<file path="src/rtl/supv_reset_gen.sv">
module supv_reset_gen #(
  parameter int unsigned HOLD_TICKS = 200
) (
  input  logic clk,
  input  logic rst_n,
  input  logic tick,
  input  logic supply_low,
  input  logic man_rst_n,
  output logic rst_out_n,
  output logic rst_out
);
  localparam int unsigned CW = $clog2(HOLD_TICKS + 1);
  localparam logic [CW-1:0] FULL = CW'(HOLD_TICKS);

  logic [1:0]    low_sync;
  logic [1:0]    req_sync;
  logic [CW-1:0] hold_cnt;
  logic          cause;

  // synchronisers come out of reset in the asserting state
  always_ff @(posedge clk or negedge rst_n) begin
    if (!rst_n) begin
      low_sync <= 2'b11;
      req_sync <= 2'b11;
    end else begin
      low_sync <= {low_sync[0], supply_low};
      req_sync <= {req_sync[0], ~man_rst_n};
    end
  end

  assign cause = low_sync[1] | req_sync[1];

  always_ff @(posedge clk or negedge rst_n) begin
    if (!rst_n)                       hold_cnt <= FULL;
    else if (cause)                   hold_cnt <= FULL;
    else if (tick && hold_cnt != '0)  hold_cnt <= hold_cnt - CW'(1);
  end

  assign rst_out_n = (hold_cnt == '0);
  assign rst_out   = ~rst_out_n;
endmodule


</file>
<file path="config.mk">
export PLATFORM = sky130hd
export DESIGN_NAME = supv_reset_gen
export DESIGN_NICKNAME = d
export VERILOG_FILES = /design/src/rtl/supv_reset_gen.sv
export SDC_FILE = /design/constraint.sdc
export NUM_CORES = 1
export LEC_CHECK = 0
export CAP_MARGIN = 5
export CORE_AREA = 2 2 39 41
export DETAILED_ROUTE_END_ITERATION = 7
export DIE_AREA = 0 0 41 43
export HOLD_SLACK_MARGIN = 0.1
export PLACE_DENSITY = 0.79
export SYNTH_ARGS = -nofsm -noshare
export SYNTH_HDL_FRONTEND = slang
export SYNTH_SLANG_ARGS = --single-unit
export TNS_END_PERCENT = 1
</file>
<file path="constraint.sdc">
create_clock -name clk -period 2.1 [get_ports clk]
set_clock_uncertainty 0.15 [all_clocks]
set_input_delay 0.42 -clock clk [delete_from_list [all_inputs] [get_ports clk]]
set_output_delay 0.42 -clock clk [all_outputs]
set_load 0.02 [all_outputs]
</file>
==> flow_results.org <==
** Outcome
- The flow ran to the end, and the final reports show no timing, DRC or antenna violations.

** Final layout
- Of the cells placed in the final design, the portion with a size suffix greater than 1 is 0.3750.
- Synthesis-to-layout area growth :: 32.22%
- Number of antenna cells inserted :: 0
- Nets :: 87
- The finished cells cover 795.8 µm².
- Area of the multi-input gates :: 279.0 µm²
- Registers take 309.0 µm².
- Post-layout util :: 0.5750
- Fill cells in the final layout number 130.
- Number of standard cells in the layout, taps in and fillers out :: 96

** Critical path
- FF-to-FF Start :: hold_cnt[0]$_DFFE_PN0P_
- At the worst endpoint, the required time is 1.53 ns.
- Data arrival time of the worst path :: 1.37 ns
- The most critical setup path has its startpoint at hold_cnt[1]$_DFFE_PN0P_.
- Destination of the worst register-to-register timing path :: hold_cnt[4]$_DFFE_PN0P_
- The setup check on the worst reg-to-reg path leaves a slack of 0.34 ns.
- STA classifies the critical path endpoint as an output pin.
- Of all nets on the critical path, the largest fanout is 2.
- The worst setup path is of the reg2out kind.
- The most critical setup path has its endpoint at rst_out_n.
- Counting cells, the worst reg-to-reg path comes to 7.
- STA classifies the critical path startpoint as a flop.

** Placement
- At the end of routability-driven placement, the weighted congestion stood at 0.7806.
- Half-perimeter wire length of the detailed placement result :: 864.1 µm
- Number of port buffers :: 6
- Number of cells after detailed placement :: 91
- In this run the cell area measured after placement is 757.0 µm².

** Power and ir drop
- Int Pwr :: 0.0003813 W
- IR analysis of the VDD net gives a maximum drop of 0.4078 mV.
- Power Density :: 624.8 nW/µm²
- Total leakage power :: 0.3554 nW
- Final Total Pwr :: 0.0004972 W
- The share of total power dissipated in the clock network is 0.370.
- The share of total power dissipated in sequential elements is 0.504.
- Comb power frac :: 0.125
- Switching Fraction :: 0.2331
- For this design the total switching power over the nets is 0.0001159 W.

** Synth
- Of the total synthesized cell area, the portion taken by full adders, half adders and majority gates is 0.02079.
- Library cells used by synthesis :: 25
- Count of warnings emitted by yosys :: 0
- Cell types with the largest area share after synthesis :: sky130_fd_sc_hd__dfstp_2 (31%), sky130_fd_sc_hd__dfrtp_1 (21%), sky130_fd_sc_hd__mux2i_1 (5.0%)
- In this run the mean area of a mapped cell was 10.20 µm².
- Of the total synthesized cell area, the portion taken by AND, OR, NAND and NOR gates is 0.2391.
- After synthesis, the share of flip-flops with an asynchronous set or reset is 1.000.
- Sequential share of the synthesized area :: 0.5135
- Synthesis inferred 12 register bits.
- Post-synth top area cell :: sky130_fd_sc_hd__dfstp_2
- Post-Syn Area :: 601.8 µm²
- In the synthesized netlist the dominant register cell turns out to be sky130_fd_sc_hd__dfstp_2.
- Portion of netlist area occupied by mux cells :: 0.04990
- Of the total synthesized cell area, the portion taken by XOR and XNOR cells is 0.
- By area, the combinational part of the netlist is dominated by simple AND/OR/NAND/NOR gates.
- Commonest cells in the netlist :: sky130_fd_sc_hd__dfstp_2 (7), sky130_fd_sc_hd__nand2_1 (7), sky130_fd_sc_hd__nor2_1 (6), sky130_fd_sc_hd__dfrtp_1 (5), sky130_fd_sc_hd__inv_1 (5)
- Post-synthesis compound-gate area fraction :: 0.1455
- Synthesis produced a netlist with a net count of 65.
- Gate count after technology mapping :: 59
- Yosys top cell area share :: 0.3056
- Yosys mapped a number of flops with a built-in enable equal to 0.

** Clock network
- TritonCTS built the clock tree.
- The number of hold buffers added after CTS was 0.
- CTS buffer count :: 3
- Number of H-tree branching levels :: 1
- TritonCTS Sinks :: 12
- The tree is rooted in a sky130_fd_sc_hd__clkbuf_4.
- After clock tree synthesis, the clock-pin slew on the worst setup and hold paths is 0.07 ns.
- Clock latency on the worst-skew pair, taken at its later pin, is 0.28 ns.
- The longest clock path from root to sink contains 2 buffers.

** Floorplan
- Die Footprint :: 1763 µm²
- Starting Density :: 0.4349
- In this run the standard cell core region covers 1384 µm².
- Die Y-Extent :: 43 µm
- Top-level port count :: 7
- The floorplan step set the die width to 41 µm.
- Number of placement rows :: 14

** Global routing
- The first global-routing pass estimated 2097 µm of wire.
- The initial antenna violation count came to 0.
- For this run the aggregate overflow at the end of global routing stands at 0.
- Global-route total usage across every layer :: 0.1914
- Largest net degree at the start of global routing :: 13
- Vias in the first global route :: 494

** STA
- Setup total negative slack on the finished layout was measured at 0 ns.
- The number of failing hold endpoints at the final stage came to 0.
- The worst pin sits at a relative slew slack of 0.6485.
- In the finished design, the share of the clock period the worst path needs comes to 0.9216.
- After layout, the minimum clock period comes to 1.935 ns.
- Setup repair after global routing missed its margin :: no
- For this run, the top clock speed supported by timing is 0.5167 GHz.
- The total count of max-transition violations in the final report was 0.
- Measured slew at the worst slew-check pin :: 0.5256 ns
- Final setup violating endpoints :: 0

** Drt
- The detailed router finished its first iteration with 17 violations.
- Average detailed-routed wire length per instance :: 12.68 µm
- Dividing the detail-routed via count by the number of cells gives 5.250.
- Across all layers, the routed design uses 504 vias.
- Number of iterations in the first detailed-routing pass :: 4
- In the routed design, unresolved DRC markers number 0.
- The final layout contains routed wiring with a total length of 1217 µm.
- In this run the remaining antenna-violating nets after routing total 0.

** Worst hold path
- The min-delay analysis places its worst path in the category reg2reg.

** Run
- Max-capacitance violation count :: 0
cell families after synthesis:
kind of cell,count (synthesis)
AO/OA/AOI/OAI,13
adder cells (fa/ha/maj),1
buffers and inverters,5
flip-flops,12
multiplexers,3
AND/OR/NAND/NOR,25
flip-flops by register name, indices dropped and copies added (netlist names):
register,cells
low_sync,2
req_sync,2
hold_cnt,8
through the flow:
step	hold WS, ns	worst slack (ns)
2_1_floorplan	-0.02559	0.1222
3_3_place_gp	0.1961	-0.02845
3_5_place_dp	0.1998	-0.07490
4_1_cts	0.2103	0.01352
5_1_grt	0.2171	0.03065
6_report	0.2080	0.1646
timing repair:
item | CTS | global route
resized for setup | 5 | 3
pin swaps | 0 | 0
endpoints found under the hold margin | 0 | 0
setup endpoints to repair | 2 | 2
buffers inserted | 0 | 1
per-layer routing:
| layer | up-vias | track usage | routed length [µm] |
|---|---|---|---|
| li1 | 254 | - | - |
| met1 | 241 | 0.2323 | 606 |
| met2 | 7 | 0.2500 | 546 |
| met3 | 2 | 0.09424 | 45 |
| met4 | 0 | 0.1400 | 19 |
| met5 | - | 0 | 0 |
final cells by class:
type                    count  share of cell area
clock buffers               4             0.04560
inverters                   5             0.02358
multi-input cells          42              0.3506
flip-flops and latches     12              0.3884
well taps                  16             0.02516
repair buffers             17              0.1667
worst max-delay path, cell delays in order (launching register included):
cell	delay [ns]
sky130_fd_sc_hd__dfrtp_1	0.38
sky130_fd_sc_hd__inv_1	0.08
sky130_fd_sc_hd__ha_1	0.16
sky130_fd_sc_hd__nor3b_2	0.18
sky130_fd_sc_hd__nand2_1	0.09
sky130_fd_sc_hd__inv_1	0.06
sky130_fd_sc_hd__buf_2	0.15
placed cells by master, fill, tap and decap left out, drive strengths merged, types with 3 or more instances in the layout:
master	Yosys	layout
nand2	7	7
clkdlybuf4s50	0	4
clkbuf	0	5
mux2i	3	3
nor2	6	6
buf	0	12
a21oi	4	4
inv	5	5
o21ai	3	3
dfstp	7	7
dfrtp	5	5
power by group through the flow:
stage          sequential [W]  combinational, W  clock, W
2_1_floorplan        0.000253         0.0000301         0
3_3_place_gp         0.000254         0.0000606         0
3_5_place_dp         0.000254         0.0000617         0
4_1_cts              0.000250         0.0000626  0.000190
5_1_grt              0.000252         0.0000697  0.000209
6_report             0.000251         0.0000624  0.000184
worst min path at each step:
stage / start / to / slack [ns] / depth (start not counted)
2_1_floorplan: rst_n / hold_cnt[0]$_DFFE_PN0P_ / -0.03 / 0
6_report: req_sync[0]$_DFF_PN1_ / req_sync[1]$_DFF_PN1_ / 0.21 / 0
4_1_cts: req_sync[0]$_DFF_PN1_ / req_sync[1]$_DFF_PN1_ / 0.21 / 0
5_1_grt: req_sync[0]$_DFF_PN1_ / req_sync[1]$_DFF_PN1_ / 0.22 / 0
3_3_place_gp: req_sync[0]$_DFF_PN1_ / req_sync[1]$_DFF_PN1_ / 0.20 / 0
3_5_place_dp: low_sync[0]$_DFF_PN1_ / low_sync[1]$_DFF_PN1_ / 0.20 / 0
No activity file was read; power rests on OpenSTA's default activity.
